### src/rtl/snap_pkg.sv
package snap_pkg;
  typedef enum logic [2:0] {
    ST_IDLE,
    ST_SAMPLE,
    ST_RST,
    ST_GAP_A,
    ST_XFER,
    ST_GAP_B,
    ST_DONE
  } seq_state_t;
endpackage

### src/rtl/snap_frame_timer.sv
module snap_frame_timer #(
  parameter int PERIOD_W = 16
) (
  input  logic                clk,
  input  logic                rst_n,
  input  logic                en_i,
  input  logic [PERIOD_W-1:0] period_i,
  output logic                tick_o
);
  localparam logic [PERIOD_W:0] ONE = 1;

  logic [PERIOD_W-1:0] cnt_q;
  logic [PERIOD_W:0]   cnt_next_ext;

  // Tick on the last clock of each period; a period of 0 behaves as 1.
  always_comb begin
    cnt_next_ext = {1'b0, cnt_q} + ONE;
    tick_o       = en_i && (cnt_next_ext >= {1'b0, period_i});
  end

  always_ff @(posedge clk or negedge rst_n) begin
    if (!rst_n)      cnt_q <= '0;
    else if (!en_i)  cnt_q <= '0;
    else if (tick_o) cnt_q <= '0;
    else             cnt_q <= cnt_q + 1'b1;
  end

  assert_timer_restart_R9: assert property (@(posedge clk) disable iff (!rst_n)
    !en_i |=> (cnt_q == '0));
endmodule

### src/rtl/snap_onehot_dec.sv
module snap_onehot_dec #(
  parameter int N = 64,
  parameter int W = 6
) (
  input  logic [W-1:0] idx_i,
  input  logic         act_i,
  output logic [N-1:0] sel_o
);
  for (genvar g = 0; g < N; g++) begin : g_sel
    assign sel_o[g] = act_i && (idx_i == W'(g));
  end
endmodule

### src/rtl/snap_seq_core.sv
module snap_seq_core
  import snap_pkg::*;
#(
  parameter int NUM_CH   = 64,
  parameter int CH_W     = 6,
  parameter int RST_CYC  = 2,
  parameter int XFER_CYC = 4,
  parameter int SETTLE   = 2
) (
  input  logic            clk,
  input  logic            rst_n,
  input  logic            en_i,
  input  logic            tick_i,
  output logic            sample_o,
  output logic            amp_rst_o,
  output logic            xfer_act_o,
  output logic            adc_conv_o,
  output logic [CH_W-1:0] ch_o,
  output logic            frame_start_o,
  output logic            frame_done_o,
  output logic            overrun_o
);
  localparam int MAXPH = (RST_CYC > XFER_CYC) ? RST_CYC : XFER_CYC;
  localparam int PH_W  = $clog2(MAXPH + 1);
  localparam logic [CH_W-1:0] LAST_CH  = CH_W'(NUM_CH - 1);
  localparam logic [PH_W-1:0] RST_END  = PH_W'(RST_CYC - 1);
  localparam logic [PH_W-1:0] XFER_END = PH_W'(XFER_CYC - 1);
  localparam logic [PH_W-1:0] CONV_PH  = PH_W'(SETTLE);

  seq_state_t      state_q, state_d;
  logic [PH_W-1:0] ph_q, ph_d;
  logic [CH_W-1:0] ch_q, ch_d;
  logic            pend_q, pend_d;
  logic            ov_q, ov_d;
  logic            busy;

  always_comb begin
    busy    = (state_q != ST_IDLE);
    state_d = state_q;
    ph_d    = ph_q;
    ch_d    = ch_q;
    pend_d  = pend_q;
    ov_d    = ov_q;
    if (tick_i && busy) ov_d = 1'b1;
    if (tick_i && busy && (state_q != ST_DONE)) pend_d = 1'b1;
    case (state_q)
      ST_IDLE:   if (tick_i) state_d = ST_SAMPLE;
      ST_SAMPLE: begin
        state_d = ST_RST;
        ph_d    = '0;
        ch_d    = '0;
      end
      ST_RST: begin
        if (ph_q == RST_END) begin
          state_d = ST_GAP_A;
          ph_d    = '0;
        end else ph_d = ph_q + PH_W'(1);
      end
      ST_GAP_A:  state_d = ST_XFER;
      ST_XFER: begin
        if (ph_q == XFER_END) state_d = ST_GAP_B;
        else                  ph_d = ph_q + PH_W'(1);
      end
      ST_GAP_B: begin
        ph_d = '0;
        if (ch_q == LAST_CH) state_d = ST_DONE;
        else begin
          ch_d    = ch_q + CH_W'(1);
          state_d = ST_RST;
        end
      end
      ST_DONE: begin
        if (pend_q || tick_i) begin
          state_d = ST_SAMPLE;
          pend_d  = 1'b0;
        end else state_d = ST_IDLE;
      end
      default:   state_d = ST_IDLE;
    endcase
    if (!en_i) begin
      state_d = ST_IDLE;
      ph_d    = '0;
      ch_d    = '0;
      pend_d  = 1'b0;
      ov_d    = 1'b0;
    end
  end

  always_ff @(posedge clk or negedge rst_n) begin
    if (!rst_n) begin
      state_q <= ST_IDLE;
      ph_q    <= '0;
      ch_q    <= '0;
      pend_q  <= 1'b0;
      ov_q    <= 1'b0;
    end else begin
      state_q <= state_d;
      ph_q    <= ph_d;
      ch_q    <= ch_d;
      pend_q  <= pend_d;
      ov_q    <= ov_d;
    end
  end

  always_comb begin
    sample_o      = (state_q == ST_SAMPLE);
    amp_rst_o     = (state_q == ST_RST);
    xfer_act_o    = (state_q == ST_XFER);
    adc_conv_o    = xfer_act_o && (ph_q == CONV_PH);
    frame_start_o = xfer_act_o && (ch_q == '0) && (ph_q == '0);
    frame_done_o  = (state_q == ST_DONE);
    ch_o          = ch_q;
    overrun_o     = ov_q;
  end

  assert_gap_after_reset_R4: assert property (@(posedge clk) disable iff (!rst_n)
    $fell(amp_rst_o) |-> !xfer_act_o);
  assert_gap_after_xfer_R4: assert property (@(posedge clk) disable iff (!rst_n)
    $fell(xfer_act_o) |-> !amp_rst_o);
  assert_reset_follows_hold_R4: assert property (@(posedge clk) disable iff (!rst_n)
    (sample_o && en_i) |=> amp_rst_o);
  assert_convert_inside_xfer_R5: assert property (@(posedge clk) disable iff (!rst_n)
    adc_conv_o |-> xfer_act_o);
  assert_overrun_sticky_R8: assert property (@(posedge clk) disable iff (!rst_n)
    (overrun_o && en_i) |=> overrun_o);
  assert_disable_quiet_R9: assert property (@(posedge clk) disable iff (!rst_n)
    !en_i |=> (!sample_o && !amp_rst_o && !xfer_act_o && !overrun_o && ch_o == '0));
endmodule

### src/rtl/snap_readout_seq.sv
module snap_readout_seq #(
  parameter int NUM_CH   = 64,
  parameter int PERIOD_W = 16,
  parameter int RST_CYC  = 2,
  parameter int XFER_CYC = 4,
  parameter int SETTLE   = 2
) (
  input  logic                      clk,
  input  logic                      rst_n,
  input  logic                      enable,
  input  logic [PERIOD_W-1:0]       frame_period,
  output logic                      sample_hold,
  output logic [NUM_CH-1:0]         xfer_sel,
  output logic                      amp_reset,
  output logic                      adc_convert,
  output logic [$clog2(NUM_CH)-1:0] ch_idx,
  output logic                      frame_start,
  output logic                      frame_done,
  output logic                      overrun
);
  localparam int CH_W = $clog2(NUM_CH);

  logic tick;
  logic xfer_act;

  snap_frame_timer #(.PERIOD_W(PERIOD_W)) timer_i (
    .clk      (clk),
    .rst_n    (rst_n),
    .en_i     (enable),
    .period_i (frame_period),
    .tick_o   (tick)
  );

  snap_seq_core #(
    .NUM_CH   (NUM_CH),
    .CH_W     (CH_W),
    .RST_CYC  (RST_CYC),
    .XFER_CYC (XFER_CYC),
    .SETTLE   (SETTLE)
  ) core_i (
    .clk           (clk),
    .rst_n         (rst_n),
    .en_i          (enable),
    .tick_i        (tick),
    .sample_o      (sample_hold),
    .amp_rst_o     (amp_reset),
    .xfer_act_o    (xfer_act),
    .adc_conv_o    (adc_convert),
    .ch_o          (ch_idx),
    .frame_start_o (frame_start),
    .frame_done_o  (frame_done),
    .overrun_o     (overrun)
  );

  snap_onehot_dec #(.N(NUM_CH), .W(CH_W)) dec_i (
    .idx_i (ch_idx),
    .act_i (xfer_act),
    .sel_o (xfer_sel)
  );

  assert_single_switch_R3: assert property (@(posedge clk) disable iff (!rst_n)
    $onehot0(xfer_sel));
  assert_no_switch_on_reset_R4: assert property (@(posedge clk) disable iff (!rst_n)
    amp_reset |-> (xfer_sel == '0));
endmodule

### config.mk
export PLATFORM = sky130hd
export DESIGN_NAME = snap_readout_seq
export DESIGN_NICKNAME = d
export VERILOG_FILES = /design/src/rtl/snap_pkg.sv /design/src/rtl/snap_frame_timer.sv /design/src/rtl/snap_onehot_dec.sv /design/src/rtl/snap_seq_core.sv /design/src/rtl/snap_readout_seq.sv
export SDC_FILE = /design/constraint.sdc
export NUM_CORES = 1
export LEC_CHECK = 0
export CAP_MARGIN = 20
export CORE_UTILIZATION = 49
export DETAILED_ROUTE_END_ITERATION = 10
export HOLD_SLACK_MARGIN = 0.03
export PLACE_DENSITY = 0.87
export SLEW_MARGIN = 10
export SYNTH_ARGS = -nofsm -noshare
export SYNTH_HDL_FRONTEND = slang
export SYNTH_SLANG_ARGS = --single-unit
### constraint.sdc
create_clock -name clk -period 5.9 [get_ports clk]
set_input_delay 1.18 -clock clk [delete_from_list [all_inputs] [get_ports clk]]
set_output_delay 1.18 -clock clk [all_outputs]
set_load 0.02 [all_outputs]
==> results.py, run 1 <==
metrics = {
    "cts": {
        "htreeDepth": 2,
        "clock-root-buffer": "clkbuf_8",
        "hold_buffers": 0,
        "clk_pin_slew_worst_paths_ps": 60,
        "clock_path_buffers": 2,
        "postCtsResizedCells": 0,
        "clock-sinks": 30,
        "postCtsSetupRepairBufs": 0,
        "cts_buffers": 5,
        "cts_tree": "done",
        "clkLatencyLatePin_ps": 280,
    },
    "outcome": {
        "run_status": "finished, final reports clean",
    },
    "layout": {
        "final_area_um2": 3660,
        "antenna-diode-count": 0,
        "finalNetCount": 464,
        "fill_cells": 434,
        "drive_above_1_share": 0.0857,
        "layout.cells.non_filler": 490,
        "area.growth.synth_to_final_pct": 39.2,
    },
    "power_and_ir_drop": {
        "total_power_mw": 0.497,
        "p_int_mw": 0.357,
        "power_density_nw_per_um2": 136,
        "clock_power_share": 0.338,
        "cellLeakagePower_nw": 1.54,
        "share_comb_of_total_power": 0.203,
        "seqPwrFrac": 0.459,
        "swShare": 0.281,
        "net-switching-power_mw": 0.140,
        "ir_worst_vdd_mv": 0.138,
    },
    "placement": {
        "placed_area_um2": 3570,
        "place_hpwl_mm": 5.52,
        "numPortBuffers": 94,
        "placed_cells": 482,
        "place_ws_ps": 2310,
        "gp_congestion": 0.848,
    },
    "timing": {
        "slew_headroom": 0.568,
        "grt_setup_unrepaired": "false",
        "fin_setup_tns_ps": 0,
        "fin_crit_sh": 0.656,
        "fin_crit_ps": 3870,
        "setup-violations-final": 0,
        "worst_pin_slew_ps": 645,
        "finalWorstSetupSlack_ps": 2030,
        "clock-skew-final_ps": 6.21,
        "max_freq_ghz": 0.258,
        "final_max_slew_viol_count": 0,
        "hold_viol": 0,
    },
    "die": {
        "die_h_um": 75.3,
        "core_um2": 5140,
        "die_w_um": 75.3,
        "dieArea_um2": 5670,
        "num_rows": 26,
        "start_util": 0.512,
        "io_pins": 95,
    },
    "yosys": {
        "synth_seq_cells": 30,
        "ys_warn_count": 0,
        "synth_edf_count": 0,
        "syn-cell-area_um2": 2630,
        "syn_inst": 335,
        "ys_seq_area_frac": 0.285,
        "syn_area_per_cell_um2": 7.85,
        "synth.most_common_cell": "nor2_1",
        "synthTopCellsByArea": "dfrtp_1 (29%), ha_1 (12%), nor2_1 (11%), nand2_1 (4.4%), nor3b_2 (4.3%)",
        "synth.top_cell.area_share": 0.285,
        "ys_async_sr_fraction": 1.00,
        "synth_ff_type": "dfrtp_1",
        "yosysUniqueCellTypes": 51,
        "syn_nets": 380,
        "synthTopCellsByCount": "nor2_1 (78), nand2_1 (31), dfrtp_1 (30)",
        "synth_top_area_cell": "dfrtp_1",
    },
    "setup_path": {
        "worst_setup_path_start_kind": "register",
        "arrival_ps": 2690,
        "cp_data_required_time_ps": 4720,
        "end_kind": "primary output",
        "crit_fanout": 16,
        "crit_type": "register to primary output",
        "rrSetupSlack_ps": 2520,
    },
    "global_route": {
        "grt_start_max_net_pins": 31,
        "grt_usage": 0.259,
        "grt_remaining_overflow": 0,
        "grt_antenna_before_repair": 0,
        "grt_pass1_vias": 2460,
        "grt_pass1_wl_mm": 11.3,
    },
    "run": {
        "cap_violations": 0,
    },
    "routing": {
        "drtIter0Drc": 167,
        "first_pass_iters": 4,
        "via_per_inst": 5.34,
        "wire_per_inst_um": 14.1,
        "drc": 0,
        "via_count": 2617,
        "ant_nets": 0,
        "drt_wl_total_mm": 6.89,
    },
    "min_path": {
        "hold_path_class": "register to register",
    },
}
[layout make-up]
class / count / area, µm² / share of cell area
Clock buffer: 7 / 86.3 / 0.0236
Clock inverter: 1 / 5.00 / 0.00137
Inverter: 27 / 101 / 0.0277
Multi-Input combinational cell: 260 / 1680 / 0.460
Sequential cell: 30 / 751 / 0.205
Tap cell: 70 / 87.6 / 0.0239
Timing Repair Buffer: 95 / 948 / 0.259
[placed cells by master, fill, tap and decap left out, types with 4 or more instances in the layout]
cell type / Yosys / layout
clkbuf_8: 0 / 6
a21oi_1: 14 / 14
xor2_1: 6 / 6
nor2b_1: 4 / 4
nand3_1: 14 / 14
ha_1: 26 / 26
and3_1: 4 / 4
nor3b_2: 9 / 9
nand2_1: 31 / 31
xnor2_1: 7 / 7
clkdlybuf4s50_1: 0 / 94
dfrtp_1: 30 / 30
inv_1: 26 / 26
o21ai_0: 6 / 6
nor2_1: 78 / 78
a21boi_0: 4 / 4
and2b_2: 4 / 4
nand4_1: 7 / 7
[worst max-delay path: stages (launching register included)]
cell and delay (ps):
dfrtp_1 620, inv_2 120, nor3_4 270, nand3_1 480, nor2_1 290, clkdlybuf4s50_1 630
[state kept, by name, summed over array words and instances, names as in the netlist]
signal and flops:
core_i.overrun_o 1, timer_i.cnt_q 16, core_i.pend_q 1, core_i.ph_q 3, core_i.ch_o 6, core_i.state_q 3
[logic make-up after synthesis]
kind of cell | count (synthesis) | synth area share
AND/OR/NAND/NOR | 176 | 0.358
buffers and inverters | 45 | 0.0746
AO/OA/AOI/OAI | 41 | 0.0975
flip-flops | 30 | 0.285
adder cells (fa/ha/maj) | 26 | 0.124
XOR/XNOR | 14 | 0.0495
multiplexers | 3 | 0.0119
[routing by layer]
| metal | vias to the layer above | wire, µm | GRT usage |
|---|---|---|---|
| li1 | 1289 | - | - |
| met1 | 1212 | 2730 | 0.297 |
| met2 | 101 | 3650 | 0.491 |
| met3 | 15 | 384 | 0.0402 |
| met4 | 0 | 119 | 0.0823 |
| met5 | - | 0 | 0 |
[through the flow]
step / util / hold WS (ps)
3_3_place_gp: 0.695 / 519
6_report: 0.713 / 561
3_5_place_dp: 0.695 / 548
2_1_floorplan: - / 485
4_1_cts: 0.713 / 564
5_1_grt: 0.713 / 582
[path summary, 6_finish.rpt]
kind	startpoint	end	cells past startpoint
worst max-delay path	core_i.state_q[2]	xfer_sel[61]	5
worst min-delay path	timer_i.cnt_q[0]	timer_i.cnt_q[0]	1
worst max register to register	timer_i.cnt_q[0]	timer_i.cnt_q[2]	11
worst min register to register	timer_i.cnt_q[0]	timer_i.cnt_q[0]	1
max in group asynchronous	rst_n	timer_i.cnt_q[11]	2
min in group asynchronous	rst_n	core_i.ph_q[2]	2
[power groups by stage]
stage	sequential, mW	clock, mW	combinational [mW]
2_1_floorplan	0.226	0	0.0716
5_1_grt	0.230	0.180	0.117
4_1_cts	0.228	0.173	0.101
3_5_place_dp	0.232	0	0.101
3_3_place_gp	0.231	0	0.0975
6_report	0.228	0.168	0.101
Power figures use the tool's default switching activity.
==> run 2, diff against run 1 <==
Settings changed: CORE_UTILIZATION 49 to 41, PLACE_DENSITY 0.87 to 0.77.
Clock period 5.9 ns to 3.2 ns, I/O delays scaled along.
==> run 2 against run 1 <==
Combinational power up 99%. Setup slack worse by 1900 ps. Sequential power up 81%. Total power up 95%. Routed wire length up 1.5%. Utilization down 9.3 points. Clock skew down 3.1 ps. Hold slack worse by 23 ps. Die area up 19%. Final cell count up 2.9%. Critical path type unchanged. Largest cell class unchanged.
==> results.py, run 2 (same netlist as run 1, synthesis figures left out) <==
metrics = {
    "cts": {
        "htreeDepth": 2,
        "clkLatencyLatePin_ps": 280,
        "clock_path_buffers": 2,
        "cts_tree": "done",
        "clock-root-buffer": "clkbuf_8",
        "cts_buffers": 5,
        "postCtsResizedCells": 0,
        "clk_pin_slew_worst_paths_ps": 60,
        "hold_buffers": 0,
        "clock-sinks": 30,
        "postCtsSetupRepairBufs": 0,
    },
    "global_route": {
        "grt_antenna_before_repair": 0,
        "grt_pass1_vias": 2352,
        "grt_pass1_wl_mm": 11.0,
        "grt_start_max_net_pins": 31,
        "grt_usage": 0.218,
        "grt_remaining_overflow": 0,
    },
    "die": {
        "die_h_um": 82.1,
        "io_pins": 95,
        "core_um2": 6060,
        "die_w_um": 82.1,
        "num_rows": 28,
        "start_util": 0.434,
        "dieArea_um2": 6740,
    },
    "layout": {
        "final_cell_mix": "clkdlybuf4s50_1 (94), nor2_1 (78), nand2_1 (31)",
        "antenna-diode-count": 0,
        "fill_cells": 556,
        "regArea_um2": 751,
        "layout_commonest_cell": "clkdlybuf4s50_1",
        "finalNetCount": 473,
        "largest_reg_flops": 16,
        "area.growth.synth_to_final_pct": 42.7,
        "drive_above_1_share": 0.107,
        "largest_register": "timer_i.cnt_q",
        "multi_input_area_um2": 1680,
    },
    "setup_path": {
        "cp_cell_sequence": "nand2_1 > or3_1 > buf_4 > nor2_1 > clkdlybuf4s50_1",
        "end_kind": "primary output",
        "max_stage_delay_ps": 630,
        "crit_fanout": 11,
        "arrival_ps": 2400,
        "slowest_stage": "clkdlybuf4s50_1",
        "cp_data_required_time_ps": 2560,
        "worst_setup_path_start_kind": "register",
        "crit_type": "register to primary output",
    },
    "timing": {
        "fin_crit_sh": 0.949,
        "final_max_slew_viol_count": 0,
        "hold_viol": 0,
        "worst_pin_slew_ps": 578,
        "setup-violations-final": 0,
        "fin_crit_ps": 3040,
        "clock-skew-final_ps": 3.07,
        "slew_headroom": 0.613,
        "grt_setup_unrepaired": "false",
        "max_freq_ghz": 0.329,
        "fin_setup_tns_ps": 0,
    },
    "power_and_ir_drop": {
        "ir_worst_vdd_mv": 0.253,
        "cellLeakagePower_nw": 1.59,
        "total_power_mw": 0.967,
        "power_density_nw_per_um2": 257,
    },
    "routing": {
        "drtIter0Drc": 108,
        "drc": 0,
        "wire_per_inst_um": 13.9,
        "drt_wl_total_mm": 6.99,
        "ant_nets": 0,
        "first_pass_iters": 4,
        "via_count": 2638,
        "via_per_inst": 5.23,
    },
    "run": {
        "cap_violations": 0,
    },
    "placement": {
        "place_hpwl_mm": 5.60,
        "gp_congestion": 0.832,
        "numPortBuffers": 94,
    },
    "min_path": {
        "hold_path_class": "register to register",
    },
    "outcome": {
        "run_status": "finished, final reports clean",
    },
}
run 2: path summary, 6_finish.rpt:
check,cells past startpoint,start,slack (ps),to
max in group asynchronous,2,rst_n,2170,timer_i.cnt_q[13]
hold / removal,1,timer_i.cnt_q[0],540,timer_i.cnt_q[0]
setup / recovery,5,core_i.state_q[2],160,xfer_sel[8]
setup reg to reg,11,timer_i.cnt_q[0],250,timer_i.cnt_q[15]
hold reg to reg,1,timer_i.cnt_q[0],540,timer_i.cnt_q[0]
min in group asynchronous,2,rst_n,740,timer_i.cnt_q[3]
run 2: final cells by class:
| type | count | area share |
|---|---|---|
| multi-input cells | 260 | 0.448 |
| repair buffers | 104 | 0.270 |
| flip-flops and latches | 30 | 0.200 |
| clock buffers | 8 | 0.0293 |
| inverters | 27 | 0.0270 |
| well taps | 75 | 0.0250 |
run 2: routing by layer:
metal	vias up	GRT usage	part of all wire	wire length, µm
li1	1304	-	-	-
met1	1224	0.245	0.41	2890
met2	101	0.407	0.50	3530
met3	9	0.0440	0.070	490
met4	0	0.0737	0.012	82
met5	-	0	0	0
run 2: through the flow:
step | setup slack, ps | cell area (µm²) | hold slack, ps | cells | utilization
CTS | 189 | 3760 | 535 | 504 | 0.620
finish | 164 | 3760 | 538 | 504 | 0.620
global placement | 393 | 3650 | 504 | 496 | 0.602
detailed placement | 276 | 3650 | 526 | 496 | 0.602
floorplan | 641 | 2630 | 344 | 335 | -
global route | 18.7 | 3760 | 558 | 504 | 0.620
run 2: where the power goes:
| group | internal [mW] | leakage [nW] | switching [mW] | total (mW) |
|---|---|---|---|---|
| logic | 0.0941 | 1.12 | 0.107 | 0.201 |
| registers | 0.397 | 0.415 | 0.0147 | 0.412 |
| clock network | 0.217 | 0.0575 | 0.137 | 0.354 |
run 2: critical path: cells and delay by family, from the launching register on:
family,cells,cell delay (ps)
flip-flops,1,520
buffers and inverters,2,850
AND/OR/NAND/NOR,3,740
